## src/rtl/cellconv_pkg.sv

```systemverilog
package cellconv_pkg;
  localparam int CELL_BYTES = 53;
  localparam int HDR_BYTES  = 4;
  localparam int MAX_TAG    = 4;
  localparam int IDX_W      = 6;
  localparam int CNT_W      = 8;

  typedef struct packed {
    logic [2:0] tag_len;
    logic       tag_at_end;
    logic       add_hec;
  } cfg_t;

  function automatic logic [2:0] clamp_tag(input logic [2:0] t);
    return (t > 3'(MAX_TAG)) ? 3'(MAX_TAG) : t;
  endfunction
endpackage

```

## src/rtl/cc_nib_assembler.sv

```systemverilog
module cc_nib_assembler
  import cellconv_pkg::*;
#(
  parameter int SLOT_W = 1
) (
  input  logic              clk,
  input  logic              rst_n,
  input  cfg_t              cfg_i,
  input  logic              nib_vld_i,
  input  logic              nib_sof_i,
  input  logic [3:0]        nib_data_i,
  input  logic              room_i,
  output logic              wr_en_o,
  output logic [SLOT_W-1:0] wr_slot_o,
  output logic [IDX_W-1:0]  wr_idx_o,
  output logic [7:0]        wr_byte_o,
  output logic              commit_o,
  output logic              err_o
);
  localparam logic [SLOT_W-1:0] SLOT_LAST = SLOT_W'((1 << SLOT_W) - 1);

  logic              in_frame_q, in_frame_d;
  logic              ok_q, ok_d;
  logic [CNT_W-1:0]  nib_cnt_q, nib_cnt_d;
  logic [3:0]        hi_q, hi_d;
  logic [SLOT_W-1:0] wr_ptr_q, wr_ptr_d;
  logic              err_q, err_d;

  logic [2:0]        tag;
  logic [6:0]        frame_bytes;
  logic [6:0]        byte_idx;
  logic [6:0]        out_idx;
  logic              frame_end, len_ok, start, cont, keep, drop;

  always_comb begin
    tag         = clamp_tag(cfg_i.tag_len);
    frame_bytes = 7'(CELL_BYTES) + 7'(tag) - 7'(cfg_i.add_hec);
    frame_end   = in_frame_q && (!nib_vld_i || nib_sof_i);
    len_ok      = (nib_cnt_q == {frame_bytes, 1'b0});
    commit_o    = frame_end && ok_q && len_ok;
    drop        = frame_end && !(ok_q && len_ok);
    start       = nib_vld_i && nib_sof_i;
    cont        = nib_vld_i && !nib_sof_i && in_frame_q;
    byte_idx    = nib_cnt_q[7:1];
    if (cfg_i.tag_at_end) begin
      keep    = byte_idx < (frame_bytes - 7'(tag));
      out_idx = byte_idx;
    end else begin
      keep    = (byte_idx >= 7'(tag)) && (byte_idx < frame_bytes);
      out_idx = byte_idx - 7'(tag);
    end
    wr_en_o   = cont && nib_cnt_q[0] && ok_q && keep;
    wr_idx_o  = out_idx[IDX_W-1:0];
    wr_byte_o = {hi_q, nib_data_i};
    wr_slot_o = wr_ptr_q;
    err_o     = err_q;
  end

  always_comb begin
    in_frame_d = in_frame_q;
    ok_d       = ok_q;
    nib_cnt_d  = nib_cnt_q;
    hi_d       = hi_q;
    wr_ptr_d   = wr_ptr_q;
    err_d      = err_q | drop;
    if (start) begin
      in_frame_d = 1'b1;
      ok_d       = room_i;
      nib_cnt_d  = 8'd1;
      hi_d       = nib_data_i;
    end else if (cont) begin
      if (nib_cnt_q != '1) nib_cnt_d = nib_cnt_q + 8'd1;
      if (!nib_cnt_q[0]) hi_d = nib_data_i;
    end else begin
      in_frame_d = 1'b0;
    end
    if (commit_o) wr_ptr_d = (wr_ptr_q == SLOT_LAST) ? '0 : wr_ptr_q + 1'b1;
  end

  always_ff @(posedge clk or negedge rst_n) begin
    if (!rst_n) begin
      in_frame_q <= 1'b0;
      ok_q       <= 1'b0;
      nib_cnt_q  <= '0;
      hi_q       <= '0;
      wr_ptr_q   <= '0;
      err_q      <= 1'b0;
    end else begin
      in_frame_q <= in_frame_d;
      ok_q       <= ok_d;
      nib_cnt_q  <= nib_cnt_d;
      hi_q       <= hi_d;
      wr_ptr_q   <= wr_ptr_d;
      err_q      <= err_d;
    end
  end


  err_sticky_chk: assert property (@(posedge clk) disable iff (!rst_n)
    err_q |=> err_q);


  commit_edge_chk: assert property (@(posedge clk) disable iff (!rst_n)
    commit_o |-> (!nib_vld_i || nib_sof_i));
endmodule

```

## src/rtl/cc_cell_store.sv

```systemverilog
module cc_cell_store
  import cellconv_pkg::*;
#(
  parameter int SLOTS  = 2,
  parameter int SLOT_W = 1
) (
  input  logic              clk,
  input  logic              rst_n,
  input  logic              add_hec_i,
  input  logic              wr_en_i,
  input  logic [SLOT_W-1:0] wr_slot_i,
  input  logic [IDX_W-1:0]  wr_idx_i,
  input  logic [7:0]        wr_byte_i,
  input  logic              commit_i,
  input  logic              release_i,
  input  logic [IDX_W-1:0]  rd_idx_i,
  output logic [7:0]        rd_byte_o,
  output logic              avail_o,
  output logic              room_o
);
  localparam int OCC_W = $clog2(SLOTS + 1);
  localparam logic [SLOT_W-1:0] PTR_LAST = SLOT_W'(SLOTS - 1);

  logic [7:0]        mem_q [SLOTS][CELL_BYTES];
  logic [OCC_W-1:0]  cnt_q, cnt_d;
  logic [SLOT_W-1:0] rd_ptr_q, rd_ptr_d;
  logic [IDX_W-1:0]  src_idx;

  genvar s;
  generate
    for (s = 0; s < SLOTS; s++) begin : g_slot
      always_ff @(posedge clk) begin
        if (wr_en_i && (wr_slot_i == SLOT_W'(s))) mem_q[s][wr_idx_i] <= wr_byte_i;
      end
    end
  endgenerate

  always_comb begin
    src_idx = (add_hec_i && (rd_idx_i > IDX_W'(HDR_BYTES))) ? rd_idx_i - 1'b1 : rd_idx_i;
    if (add_hec_i && (rd_idx_i == IDX_W'(HDR_BYTES))) rd_byte_o = 8'h00;
    else                                              rd_byte_o = mem_q[rd_ptr_q][src_idx];
    avail_o  = (cnt_q != '0);
    room_o   = ((OCC_W+1)'(cnt_q) + (OCC_W+1)'(commit_i)) < (OCC_W+1)'(SLOTS);
    cnt_d    = cnt_q + OCC_W'(commit_i) - OCC_W'(release_i);
    rd_ptr_d = rd_ptr_q;
    if (release_i) rd_ptr_d = (rd_ptr_q == PTR_LAST) ? '0 : rd_ptr_q + 1'b1;
  end

  always_ff @(posedge clk or negedge rst_n) begin
    if (!rst_n) begin
      cnt_q    <= '0;
      rd_ptr_q <= '0;
    end else begin
      cnt_q    <= cnt_d;
      rd_ptr_q <= rd_ptr_d;
    end
  end


  no_overflow_chk: assert property (@(posedge clk) disable iff (!rst_n)
    commit_i |-> ((cnt_q < OCC_W'(SLOTS)) || release_i));


  release_chk: assert property (@(posedge clk) disable iff (!rst_n)
    release_i |-> (cnt_q != '0));
endmodule

```

## src/rtl/cc_utopia_tx.sv

```systemverilog
module cc_utopia_tx
  import cellconv_pkg::*;
(
  input  logic             clk,
  input  logic             rst_n,
  input  logic             tx_clav_i,
  input  logic             avail_i,
  input  logic [7:0]       rd_byte_i,
  output logic [IDX_W-1:0] rd_idx_o,
  output logic             release_o,
  output logic [7:0]       tx_data_o,
  output logic             tx_soc_o,
  output logic             tx_enb_n_o,
  output logic             tx_prty_o
);
  localparam logic [IDX_W-1:0] LAST_IDX = IDX_W'(CELL_BYTES - 1);

  logic             busy_q, busy_d;
  logic [IDX_W-1:0] idx_q, idx_d;
  logic [7:0]       data_q, data_d;
  logic             soc_q, soc_d, enb_n_q, enb_n_d, prty_q, prty_d;
  logic             start, send;

  always_comb begin
    start     = !busy_q && avail_i && tx_clav_i;
    send      = busy_q || start;
    rd_idx_o  = busy_q ? idx_q : '0;
    release_o = busy_q && (idx_q == LAST_IDX);
    busy_d    = start ? 1'b1 : (release_o ? 1'b0 : busy_q);
    idx_d     = start ? IDX_W'(1) : (busy_q ? idx_q + 1'b1 : idx_q);
    data_d    = send ? rd_byte_i : 8'h00;
    soc_d     = start;
    enb_n_d   = !send;
    prty_d    = ~^data_d;
  end

  always_ff @(posedge clk or negedge rst_n) begin
    if (!rst_n) begin
      busy_q  <= 1'b0;
      idx_q   <= '0;
      data_q  <= 8'h00;
      soc_q   <= 1'b0;
      enb_n_q <= 1'b1;
      prty_q  <= 1'b1;
    end else begin
      busy_q  <= busy_d;
      idx_q   <= idx_d;
      data_q  <= data_d;
      soc_q   <= soc_d;
      enb_n_q <= enb_n_d;
      prty_q  <= prty_d;
    end
  end

  assign tx_data_o  = data_q;
  assign tx_soc_o   = soc_q;
  assign tx_enb_n_o = enb_n_q;
  assign tx_prty_o  = prty_q;


  soc_clav_chk: assert property (@(posedge clk) disable iff (!rst_n)
    tx_soc_o |-> $past(tx_clav_i));


  soc_then_enb_chk: assert property (@(posedge clk) disable iff (!rst_n)
    tx_soc_o |=> !tx_enb_n_o);
endmodule

```

## src/rtl/nib_utopia_cellconv.sv

```systemverilog
module nib_utopia_cellconv
  import cellconv_pkg::*;
#(
  parameter int SLOTS = 2
) (
  input  logic       clk,
  input  logic       rst_n,
  input  logic [2:0] cfg_tag_len,
  input  logic       cfg_tag_at_end,
  input  logic       cfg_add_hec,
  input  logic       nib_vld,
  input  logic       nib_sof,
  input  logic [3:0] nib_data,
  input  logic       tx_clav,
  output logic       tx_enb_n,
  output logic       tx_soc,
  output logic [7:0] tx_data,
  output logic       tx_prty,
  output logic       frame_err
);
  localparam int SLOT_W = (SLOTS > 1) ? $clog2(SLOTS) : 1;

  logic              rst_meta_q, rst_sync_q;
  cfg_t              cfg;
  logic              wr_en, commit, release_w, avail, room;
  logic [SLOT_W-1:0] wr_slot;
  logic [IDX_W-1:0]  wr_idx, rd_idx;
  logic [7:0]        wr_byte, rd_byte;

  always_ff @(posedge clk or negedge rst_n) begin
    if (!rst_n) begin
      rst_meta_q <= 1'b0;
      rst_sync_q <= 1'b0;
    end else begin
      rst_meta_q <= 1'b1;
      rst_sync_q <= rst_meta_q;
    end
  end

  assign cfg = '{tag_len: cfg_tag_len, tag_at_end: cfg_tag_at_end, add_hec: cfg_add_hec};

  cc_nib_assembler #(.SLOT_W(SLOT_W)) i_asm (
    .clk(clk), .rst_n(rst_sync_q), .cfg_i(cfg),
    .nib_vld_i(nib_vld), .nib_sof_i(nib_sof), .nib_data_i(nib_data),
    .room_i(room), .wr_en_o(wr_en), .wr_slot_o(wr_slot), .wr_idx_o(wr_idx),
    .wr_byte_o(wr_byte), .commit_o(commit), .err_o(frame_err)
  );

  cc_cell_store #(.SLOTS(SLOTS), .SLOT_W(SLOT_W)) i_store (
    .clk(clk), .rst_n(rst_sync_q), .add_hec_i(cfg_add_hec),
    .wr_en_i(wr_en), .wr_slot_i(wr_slot), .wr_idx_i(wr_idx), .wr_byte_i(wr_byte),
    .commit_i(commit), .release_i(release_w), .rd_idx_i(rd_idx),
    .rd_byte_o(rd_byte), .avail_o(avail), .room_o(room)
  );

  cc_utopia_tx i_tx (
    .clk(clk), .rst_n(rst_sync_q), .tx_clav_i(tx_clav), .avail_i(avail),
    .rd_byte_i(rd_byte), .rd_idx_o(rd_idx), .release_o(release_w),
    .tx_data_o(tx_data), .tx_soc_o(tx_soc), .tx_enb_n_o(tx_enb_n), .tx_prty_o(tx_prty)
  );
endmodule

```

## config.mk

```make
export PLATFORM = sky130hd
export DESIGN_NAME = nib_utopia_cellconv
export DESIGN_NICKNAME = d
export VERILOG_FILES = /design/src/rtl/cellconv_pkg.sv /design/src/rtl/cc_nib_assembler.sv /design/src/rtl/cc_cell_store.sv /design/src/rtl/cc_utopia_tx.sv /design/src/rtl/nib_utopia_cellconv.sv
export SDC_FILE = /design/constraint.sdc
export NUM_CORES = 1
export LEC_CHECK = 0
export ABC_CLOCK_PERIOD_IN_PS = 1650
export BUFFER_PORTS_ARGS = -buffer_cell sky130_fd_sc_hd__buf_4
export CORE_MARGIN = 2
export CORE_UTILIZATION = 35
export CTS_CLUSTER_SIZE = 30
export DETAILED_ROUTE_END_ITERATION = 16
export PLACE_DENSITY = 0.46
export SYNTH_ARGS = -nofsm -noshare
export SYNTH_HDL_FRONTEND = slang
export SYNTH_SLANG_ARGS = --single-unit
```

## constraint.sdc

```tcl
create_clock -name clk -period 1.65 [get_ports clk]
set_clock_uncertainty 0.15 [all_clocks]
set_input_delay 0.165 -clock clk [delete_from_list [all_inputs] [get_ports clk]]
set_output_delay 0.165 -clock clk [all_outputs]
set_load 0.01 [all_outputs]
```

### Word-level counts from Yosys, hierarchy flattened

Memory sizes are Yosys's and may differ from the RTL's.
Index checks and enable logic that the tools add are counted.
W data, S select, Z words.

| word-level totals | value |
|---|---|
| bits in registers | 39 |
| latch bits | 0 |
| memory bits (writable) | 848 |
| ROM bits | 0 |
| input bits | 14 |
| output and inout bits | 12 |
| memories | 1 |

| operators by class | value |
|---|---|
| add/subtract/negate cells | 12 |
| multipliers | 0 |
| divide/modulo/power cells | 0 |
| magnitude comparators | 9 |
| equality and inequality tests | 6 |
| shift-type cells | 0 |
| multiplexer cells | 33 |
| bitwise logic cells | 4 |
| reduce and logical (&&, ||, !) cells | 36 |

Memories:

| memory | words | width | read ports | clocked after memory_dff | write ports | RTL line | source |
|---|---|---|---|---|---|---|---|
| i_store.mem_q | 2 | 424 | 1 | 0 | 1 | cc_cell_store.sv:24 | `logic [7:0] mem_q [SLOTS][CELL_BYTES];` |

Operator list:

| operator | count |
|---|---|
| $mux W424 | 4 |
| $reduce_or A424 Y1 | 1 |
| $mux W8 | 8 |
| $bmux W8 S6 | 1 |
| $demux W8 S6 | 1 |
| $mux W6 | 5 |
| $logic_and A1 B1 Y1 | 20 |
| $ge A7 B7 Y1 const B | 2 |
| $lt A7 B7 Y1 | 2 |
| $not A6 Y7 | 2 |
| $mux W4 | 3 |
| $mux W1 | 10 |
| $reduce_bool A2 Y1 | 5 |
| $add A8 B1 Y8 const B | 1 |
| $eq A8 B8 Y1 | 1 |
| $ne A8 B8 Y1 const B | 1 |
| $reduce_xnor A8 Y1 | 1 |
| $add A6 B3 Y7 const A | 1 |
| $ge A7 B3 Y1 | 1 |
| $lt A7 B1 Y1 const B | 1 |
| $sub A7 B1 Y7 | 1 |
| $sub A7 B3 Y7 | 1 |
| $add A6 B1 Y6 const B | 1 |
| $eq A6 B3 Y1 const B | 1 |
| 18 further kinds | 25 |

### Longest topological paths before layout

Gate-level depths: netlist (run 1).

| depth | value |
|---|---|
| word-level depth | 13 |
| mapped depth | 19 |
| gate-level depth less buffers | 17 |

### Modules after synthesis

Synthesis (run 1) repeated with hierarchy kept, for this count alone.

| second synthesis, totals | value |
|---|---|
| cell total of the unflattened synthesis | 1996 |
| area total of the unflattened synthesis | 35765.6 um^2 |

By module, submodules not included:

| module | times used | cells an instance | area each (um^2) | sequential area each (um^2) |
|---|---|---|---|---|
| cc_cell_store | 1 | 1777 | 33553.4 | 25539.5 |
| cc_nib_assembler | 1 | 149 | 1365.1 | 400.4 |
| cc_utopia_tx | 1 | 67 | 793.3 | 452.9 |
| nib_utopia_cellconv | 1 | 3 | 53.8 | 50.0 |

### Worst setup path after synthesis (run 1)

Ideal clock, no wire load.

| path | value |
|---|---|
| path kind | reg2reg |
| start point | register i_tx.busy_q |
| end point | register i_tx.prty_q, in the netlist i_tx.tx_prty_o |
| library setup time | 90 ps |
| arrival | 3667 ps |
| slack | -2257 ps |
| stages on the path, launching flop included | 19 |
| path buffers | 5 |
| clock period less this slack | 3907 ps |
| cell sequence | dfrtp_1 -> buf_2 -> and2_1 -> inv_1 -> ha_1 -> nand2b_1 -> a2111o_1 -> nand2_1 -> buf_4 -> buf_6 -> buf_2 -> buf_2 -> mux4_2 -> o211ai_1 -> o211ai_1 -> nor3_1 -> nand3b_1 -> xor2_1 -> xnor3_1 |

| between the ends | value |
|---|---|
| longest elaborated chain between the ends | 11 |
| elaborated cells between the ends (all ways) | 18 |
| those cells by class | add/sub (1); order compare (1); eq/ne (1); mux (7); bitwise (1); reduce/logical (7) |

Ends and longest elaborated chain:

| item | RTL line | source |
|---|---|---|
| start, declared | cc_utopia_tx.sv:18 | `logic busy_q, busy_d;` |
| start signal, assigned | cc_utopia_tx.sv:46 | `busy_q <= busy_d;` |
| $mux W6 | cc_utopia_tx.sv:27 | `rd_idx_o = busy_q ? idx_q : '0;` |
| $gt A6 B3 Y1 | cc_cell_store.sv:39 | `src_idx = (add_hec_i && (rd_idx_i > IDX_W'(HDR_BYTES))) ? rd_idx_i - 1'b1 : rd_idx_i;` |
| $logic_and A1 B1 Y1 | cc_cell_store.sv:39 |  |
| $mux W6 | cc_cell_store.sv:39 |  |
| $not A6 Y7 (implied by the code) | cc_cell_store.sv:41 | `else rd_byte_o = mem_q[rd_ptr_q][src_idx];` |
| $bmux W8 S6 | cc_cell_store.sv:41 |  |
| $mux W8 (implied by the code) (2 in a row) | cc_cell_store.sv:41 |  |
| $mux W8 | cc_cell_store.sv:40 | `if (add_hec_i && (rd_idx_i == IDX_W'(HDR_BYTES))) rd_byte_o = 8'h00;` |
| $mux W8 * | cc_utopia_tx.sv:31 | `data_d = send ? rd_byte_i : 8'h00;` |
| $reduce_xnor A8 Y1 * | cc_utopia_tx.sv:34 | `prty_d = ~^data_d;` |
| net i_tx.prty_d | cc_utopia_tx.sv:21 | `logic soc_q, soc_d, enb_n_q, enb_n_d, prty_q, prty_d;` |
| end signal, assigned | cc_utopia_tx.sv:51 | `prty_q <= prty_d;` |
| end, declared | cc_utopia_tx.sv:21 |  |

Mark *: on every way through the listed nets, which the timed path passes. The rest lies on a longest branch. The select of a mux whose other input is x is not followed.
A chain may end at the register's enable or synchronous reset.

### Final worst setup path (run 1)

| path | value |
|---|---|
| start point | register i_tx.busy_q |
| end point | register i_tx.prty_q, in the netlist i_tx.tx_prty_o |

| between the ends | value |
|---|---|
| longest elaborated chain between the ends | 11 |
| elaborated cells between the ends (all ways) | 18 |
| those cells by class | add/sub (1); order compare (1); eq/ne (1); mux (7); bitwise (1); reduce/logical (7) |

Ends and longest elaborated chain:

| item | RTL line | source |
|---|---|---|
| $mux W6 | cc_utopia_tx.sv:27 |  |
| $gt A6 B3 Y1 | cc_cell_store.sv:39 |  |
| $logic_and A1 B1 Y1 | cc_cell_store.sv:39 |  |
| $mux W6 | cc_cell_store.sv:39 |  |
| $not A6 Y7 (implied by the code) | cc_cell_store.sv:41 |  |
| $bmux W8 S6 | cc_cell_store.sv:41 |  |
| $mux W8 (implied by the code) (2 in a row) | cc_cell_store.sv:41 |  |
| $mux W8 | cc_cell_store.sv:40 |  |
| $mux W8 * | cc_utopia_tx.sv:31 |  |
| net i_tx.data_d[6] | cc_utopia_tx.sv:20 | `logic [7:0] data_q, data_d;` |
| $reduce_xnor A8 Y1 * | cc_utopia_tx.sv:34 |  |
| net i_tx.prty_d | cc_utopia_tx.sv:21 |  |

Marks and branches as above.

==> results of run 1 <==
power breakdown:
group / total, µW / switching (µW) / internal, µW
registers: 25300 / 109 / 25100
clock network: 20600 / 8930 / 11600
logic: 2920 / 1850 / 1060
cells in the mapped netlist (11+ instances only):
cell type,instances,area [µm²]
o211ai_1,19,143
nor3_1,14,70.1
buf_2,41,205
ha_1,23,288
nand4_1,11,68.8
inv_1,20,75.1
edfxtp_1,848,25500
mux2i_1,82,821
clkbuf_1,24,90.1
a31oi_1,15,93.8
mux4_2,162,3650
nand2_1,160,601
xnor2_1,13,114
mux2_2,12,135
nor2_1,147,552
a22oi_1,29,218
nand3_1,30,150
a21oi_1,46,230
buf_4,12,90.1
dfrtp_1,37,926
buf_6,18,203
a22o_1,12,105
o21ai_0,37,185
logic make-up after synthesis:
family	Yosys count	synth area share [%]
xor gates and xnor gates	25	0.689
DFF	887	73.9
AOI/OAI and AO/OA	231	4.51
buffers and inverters	124	1.95
and+or+nand+nor	419	5.23
adders and majority gates	24	0.860
muxes	256	12.9
other	2	0.0210
state kept, by name, summed over array words and instances, names as in the netlist:
| signal | flops |
|---|---|
| i_store.cnt_q | 2 |
| i_tx.tx_data_o | 8 |
| i_asm.in_frame_q | 1 |
| i_asm.err_o | 1 |
| i_tx.tx_prty_o | 1 |
| i_tx.tx_enb_n_o | 1 |
| i_store.mem_q | 848 |
| i_asm.ok_q | 1 |
| i_store.rd_ptr_q | 1 |
| i_tx.idx_q | 6 |
| i_tx.tx_soc_o | 1 |
| rst_meta_q | 1 |
| i_asm.nib_cnt_q | 8 |
| i_asm.wr_slot_o | 1 |
| i_tx.busy_q | 1 |
| i_asm.hi_q | 4 |
| rst_sync_q | 1 |
timing repair:
item	CTS	global route
setup endpoints to repair	876	882
buffers inserted	62	25
pin swaps	71	38
gates resized for setup	226	71
hold endpoints to repair	217	1
gates cloned	5	0
per-stage QoR:
| step | hold WS (ns) | instances | power [µW] |
|---|---|---|---|
| floorplan | -0.281 | 1968 | 26700 |
| global placement | -0.202 | 3748 | 28300 |
| detailed placement | -0.201 | 3748 | 28400 |
| CTS | 0.00509 | 3987 | 49300 |
| global route | -0.00536 | 4002 | 50300 |
| finish | 0.00636 | 4002 | 48700 |
layout make-up:
class	instances	share of cell area [%]
Timing Repair Buffer	594	13.5
Clock inverter	53	1.06
Tap cell	1368	3.56
Multi-Input combinational cell	957	21.5
Inverter	21	0.180
Sequential cell	887	55.1
Clock buffer	122	5.16
routing by layer:
metal	vias up	track usage (%)	wire [µm]
met5	-	0	0
met3	148	3.13	5770
met1	11000	30.3	49100
met4	0	5.76	2940
li1	9102	-	-
met2	572	34.0	51900
worst max-delay path: stages, from the launching register on:
cell	delay (ns)
dfrtp_1	0.39
and2_4	0.18
inv_4	0.04
ha_4	0.15
buf_6	0.12
or4_4	0.53
nand3_4	0.15
buf_12	0.13
buf_12	0.13
buf_12	0.12
mux2i_1	0.07
mux4_2	0.48
a32oi_2	0.28
a31oi_2	0.15
a2111oi_4	0.34
xnor2_1	0.19
xnor3_1	0.25
xnor3_1	0.21
worst min path at each step:
stage          cells past startpoint  slack, ns  startpoint       endpoint
4_1_cts                            4      0.005     tx_clav  i_tx.tx_soc_o
3_3_place_gp                       1      -0.20       rst_n     rst_meta_q
6_report                           4      0.006     tx_clav  i_tx.tx_soc_o
3_5_place_dp                       1      -0.20       rst_n     rst_meta_q
5_1_grt                            4     -0.005     tx_clav  i_tx.tx_soc_o
2_1_floorplan                      0      -0.28       rst_n     rst_meta_q
==> summary.txt, run 1 <==
Logic synthesis
  • Synth Warn #: 0
  • Syn_nets: 2006
  • Post-Synthesis Cell Area: 35800 µm²
  • EDFF count, synth: 848
  • Mean Syn Cell Area: 18.2 µm²
  • Synth unique cells: 78
  • Post-Syn Instances: 1968
  • Sequential cell area fraction in the yosys report: 73.9%
  • Synth Flop Type: edfxtp_1
  • Ys async rst share: 4.40%
  • Synth Register Bits: 887

Floorplan
  • Die height: 324 µm
  • Die ar.: 105000 µm²
  • Starting Density: 35.2%
  • Row cnt: 117
  • I/O Pins: 26
  • Core footprint: 102000 µm²
  • DIE WIDTH: 324 µm

Final layout
  • Commonest cells after routing, fill and taps aside: 848 x edfxtp_1, 381 x buf_4, 162 x mux4_2
  • ANT cells: 0
  • Most common cell after layout, fill and taps aside: edfxtp_1
  • Fin util: 47.3%
  • Number of fill cells: 8758
  • Final instance area: 48000 µm²
  • Layout cells sized above 1: 43.1%
  • Storage element area: 26500 µm²
  • Layout overhead on the synthesized area: 34.2%
  • Area of the multi-input gates: 10300 µm²
  • Final #Nets: 2594

Drt
  • Post-Route WL: 110000 µm
  • Avg WL per Cell: 27.4 µm
  • First DRT Iteration DRCs: 1915
  • DR DRC count: 0
  • Antenna Nets Post-Route: 0
  • DR vias: 20800
  • Routed vias/inst: 5.20
  • Pre-antenna DRT Iters: 5

STA
  • Worst-Margin Slew: 0.861 ns
  • Final hold violations: 0
  • RSZ-0062 raised after global routing: yes
  • Max Slew Vio Count: 0
  • FMAX: 244 MHz
  • Max_slew headroom: 42.6%
  • Total negative slack: -1304.03 ns
  • Post-layout min period: 4.09 ns
  • Period utilization: 248%
  • Setup Viol. Count Final: 872
  • Final setup margin: -2.44 ns

Clocking
  • Maximum root-to-sink buffer count: 3
  • Worst-skew pair later-pin latency: 0.68 ns
  • CTS sink cnt: 887
  • # hold bufs at CTS: 9
  • CTS Buf Count: 95
  • TritonCTS clock tree: yes
  • CTS Root Cell: clkbuf_16
  • Reg clk slew, reported paths: 0.07 ns
  • H-tree Lvls: 3

Setup path
  • CP required: 2.13 ns
  • Critical path startpoint: i_tx.busy_q
  • CP Capture Type: register
  • CP Class: reg -> reg
  • R2r endpoint: i_tx.tx_prty_o
  • Worst EP arrival: 4.58 ns
  • CP Launch Type: register
  • Worst R2R Start: i_tx.busy_q
  • Crit Path Max Fanout: 4
  • Worst setup path end: i_tx.tx_prty_o
  • R2r worst-path depth: 17
  • R2r setup slk: -2.44 ns

Outcome
  • Status: finished with violations
  • Failing checks: negative setup slack

GRT
  • Largest net degree at the start of global routing: 65
  • Antenna violations before repair: 1
  • Vias in the first global route: 21500
  • Overflow after GRT: 0
  • Total track usage: 21.2%
  • First-pass GRT wire length: 158000 µm

Pwr
  • Lkg Pwr: 0.0164 µW
  • VDD IR max: 0.906 mV
  • PD cells: 1010 nW/µm²

Placement
  • Place WS: -2.97 ns
  • Placed cell area: 42900 µm²
  • HPWL after DPL: 74700 µm
  • IO buf count: 25
  • GPL Wtd Cong: 0.919

Run
  • Max-Cap Viols: 0

Worst hold path
  • Min-delay worst type: in -> reg
No activity file was read; power rests on OpenSTA's default activity.
==> run 2, diff against run 1 <==
- CORE_UTILIZATION: 35 -> 60
- PLACE_DENSITY: 0.46 -> 0.73
- SYNTH_HIERARCHICAL: default -> 1
==> run 2 against run 1 <==
Net effect:
- the flow still finishes with violations (negative setup slack)
- critical endpoint is now i_tx/tx_prty_o
- critical path depth is 1 higher
- utilization is 31 points higher
- hold slack better by 0.089 ns
==> summary.txt, run 2 <==
Final layout
  • Most common cell after layout, fill and taps aside: edfxtp_1
  • Storage element area: 26500 µm² (about the same)
  • Layout overhead on the synthesized area: 29.1%
  • Layout cells sized above 1: 41.8% (-1.3 points)
  • Final instance area: 46200 µm² (-3.8%)
  • Number of fill cells: 3031 (-65%)
  • Largest reg by FF count: i_store/mem_q
  • Commonest cells after routing, fill and taps aside: 848 x edfxtp_1, 292 x buf_4, 177 x mux4_2
  • Max reg flops: 848 (unchanged)
  • Final #Nets: 2486 (-4.2%)
  • Area of the multi-input gates: 10600 µm² (+3.3%)

Floorplan
  • I/O Pins: 26 (unchanged)
  • Row cnt: 89 (-24%)
  • Core footprint: 59000 µm² (-42%)
  • Starting Density: 60.6% (+25 points)
  • DIE WIDTH: 248 µm (-23%)
  • Die ar.: 61600 µm² (-41%)
  • Die height: 248 µm (-23%)

Clocking
  • Reg clk slew, reported paths: 0.07 ns (about the same)
  • TritonCTS clock tree: yes
  • Maximum root-to-sink buffer count: 3 (unchanged)
  • CTS sink cnt: 887 (unchanged)
  • H-tree Lvls: 3 (unchanged)
  • Worst-skew pair later-pin latency: 0.64 ns (-0.04 ns)
  • CTS Root Cell: clkbuf_16
  • CTS Buf Count: 86 (-9.5%)

Logic synthesis
  • Cell taking the most area after synthesis: edfxtp_1
  • Synth Register Bits: 887 (unchanged)
  • Ys async rst share: 4.40% (unchanged)
  • Top cells by count, synth: 848 x edfxtp_1, 186 x nand2_1, 177 x mux4_2
  • Synth Warn #: 6 (+6)
  • Mean Syn Cell Area: 17.9 µm² (-1.5%)
  • Sequential cell area fraction in the yosys report: 73.9% (about the same)
  • Synth area leaders: edfxtp_1 71%, mux4_2 11%, dfrtp_1 2.6%
  • EDFF count, synth: 848 (unchanged)
  • Syn_nets: 2033 (+1.3%)
  • Post-Synthesis Cell Area: 35800 µm² (about the same)
  • Top-area cell type share of the netlist area: 71.2% (about the same)
  • Synth unique cells: 83 (+6.4%)
  • Post-Syn Instances: 1996 (+1.4%)
  • Synth Flop Type: edfxtp_1
  • Most frequent cell after synthesis: edfxtp_1

STA
  • Final setup margin: -2.41 ns (+0.0338 ns)
  • RSZ-0062 raised after global routing: yes
  • Max Slew Vio Count: 0 (unchanged)
  • Period utilization: 246% (-2.0 points)
  • WHS: 0.0951 ns (+0.0888 ns)
  • Post-layout min period: 4.06 ns (-0.0338 ns)
  • Setup Viol. Count Final: 866 (-0.69%)
  • Worst-Margin Slew: 0.556 ns (-0.305 ns)
  • Total negative slack: -1381.55 ns (-77.52 ns)
  • Final hold violations: 0 (unchanged)
  • Max_slew headroom: 62.9% (+20 points)
  • FMAX: 246 MHz (+0.83%)

Placement
  • HPWL after DPL: 62300 µm (-17%)
  • GPL Wtd Cong: 0.948 (+3.2%)
  • IO buf count: 25 (unchanged)
  • Placed cell area: 41300 µm² (-3.8%)

Setup path
  • CP Launch Type: register
  • R2r worst-path depth: 18 (+1)
  • Worst EP arrival: 4.47 ns (-0.11 ns)
  • Crit Path Max Fanout: 7 (+3)
  • CP Class: reg -> reg
  • CP required: 2.06 ns (-0.07 ns)
  • CP Capture Type: register

Drt
  • Avg WL per Cell: 30.3 µm (+11%)
  • Antenna Nets Post-Route: 0 (unchanged)
  • First DRT Iteration DRCs: 2721 (+42%)
  • Pre-antenna DRT Iters: 8 (+3)
  • Post-Route WL: 99900 µm (-9.0%)
  • DR vias: 21500 (+3.2%)
  • Routed vias/inst: 6.53 (+25%)
  • DR DRC count: 0 (unchanged)

Worst hold path
  • Min-delay worst type: reg -> async

Run
  • Max-Cap Viols: 0 (unchanged)

GRT
  • Vias in the first global route: 21800 (+1.4%)
  • Largest net degree at the start of global routing: 107 (+65%)
  • Antenna violations before repair: 0 (-1)
  • Overflow after GRT: 0 (unchanged)
  • First-pass GRT wire length: 145000 µm (-7.9%)
  • Total track usage: 33.3% (+12 points)

Pwr
  • P_sw: 11000 µW (+1.3%)
  • Internal power component: 37600 µW (-0.57%)
  • Comb power frac: 8.0% (+2.0 points)
  • Lkg Pwr: 0.0151 µW (-7.5%)
  • VDD IR max: 0.876 mV (-3.4%)
  • Flop pwr share: 52.1% (+0.3 points)
  • PD cells: 1050 nW/µm² (+3.8%)
  • Pwr Total: 48700 µW (-0.16%)
  • Switching fraction of total power: 22.7% (+0.32 points)
  • Clock Power Share: 39.9% (-2.3 points)

Outcome
  • Status: finished with violations
  • Failing checks: negative setup slack
run 2: changes by cell type after synthesis, sizes merged, moves of 13 or more:
cell | previous run | this run
mux4 | 162 | 177
mux2i | 82 | 24
buf | 79 | 65
nor4 | 5 | 20
clkbuf | 24 | 38
nand3 | 31 | 44
nand2 | 160 | 187
run 2: area by class of cell:
cell class                 count  share of cell area, %
antenna                        1                0.00542
clock buffer                 116                   5.13
clock inverter                41                  0.894
inverter                      20                  0.179
multi-input combinational    988                   23.0
sequential                   887                   57.3
tap                          773                   2.09
timing repair buffer         466                   11.4
run 2: worst paths after layout:
kind / from / endpoint / slack (ns)
max: i_tx/busy_q / i_tx/tx_prty_o / -2.41
min: rst_sync_q / i_asm/nib_cnt_q[1] / 0.1
max reg2reg: i_tx/busy_q / i_tx/tx_prty_o / -2.41
min reg2reg: rst_sync_q / i_asm/nib_cnt_q[1] / 0.1
max in group asynchronous: rst_sync_q / i_tx/tx_prty_o / 0.94
min in group clk: rst_meta_q / rst_sync_q / 0.21
run 2: power groups by stage:
| stage | Sequential, µW | Clock (µW) | Combinational [µW] |
|---|---|---|---|
| 3_3_place_gp | 25800 | 0 | 3530 |
| 3_5_place_dp | 25800 | 0 | 3650 |
| 5_1_grt | 25300 | 20500 | 4030 |
| 2_1_floorplan | 26100 | 0 | 1390 |
| 6_report | 25400 | 19400 | 3890 |
| 4_1_cts | 25300 | 19600 | 3780 |
run 2: critical path: stages, from the launching register on:
cell	delay, ns
dfrtp_2	0.41
and2_4	0.18
clkinv_4	0.06
ha_4	0.15
buf_4	0.14
nand2b_4	0.17
a31oi_4	0.19
buf_12	0.14
nand2_8	0.11
buf_16	0.18
mux4_2	0.37
a32o_1	0.29
a221oi_2	0.18
nand4_1	0.27
and4b_2	0.34
xor2_1	0.18
xnor2_1	0.24
xnor2_1	0.14
nand2b_1	0.07
run 2: metrics by stage:
stage | setup slack [ns] | cells | utilization, %
final | -2.41 | 3292 | 78.3
after global routing | -2.51 | 3291 | 78.3
after CTS | -2.32 | 3277 | 77.7
after detailed placement | -2.69 | 3037 | 69.9
after global placement | -2.66 | 3037 | 69.9
after floorplan | -2.17 | 1996 | -
run 2: repair_timing:
item                                    4_1_cts  5_1_grt
endpoints found under the setup margin      872      878
buffers inserted                             68       16
pin swaps                                    94       67
hold buffers                                 10        0
endpoints found under the hold margin       225        0
gates resized for setup                     145       53
gates cloned                                  7        0
run 2: cell families (layout without fill, tap and decap cells):
group                      Yosys count  after routing  share of synthesized area [%]
xor gates and xnor gates            24             24                          0.588
muxes                              216            216                           12.3
adders and majority gates           23             23                          0.826
buffers and inverters              123            643                           1.58
other                                2              3                         0.0210
AOI/OAI and AO/OA                  201            201                           3.94
and+or+nand+nor                    520            522                           6.82
DFF                                887            887                           73.9
run 2: layer usage:
| metal | vias up | GRT usage (%) | part of all wire, % |
|---|---|---|---|
| met5 | - | 0 | 0 |
| met3 | 261 | 5.37 | 9.4 |
| li1 | 8931 | - | - |
| met2 | 1334 | 54.5 | 50 |
| met1 | 11000 | 44.5 | 36 |
| met4 | 0 | 15.4 | 5.3 |
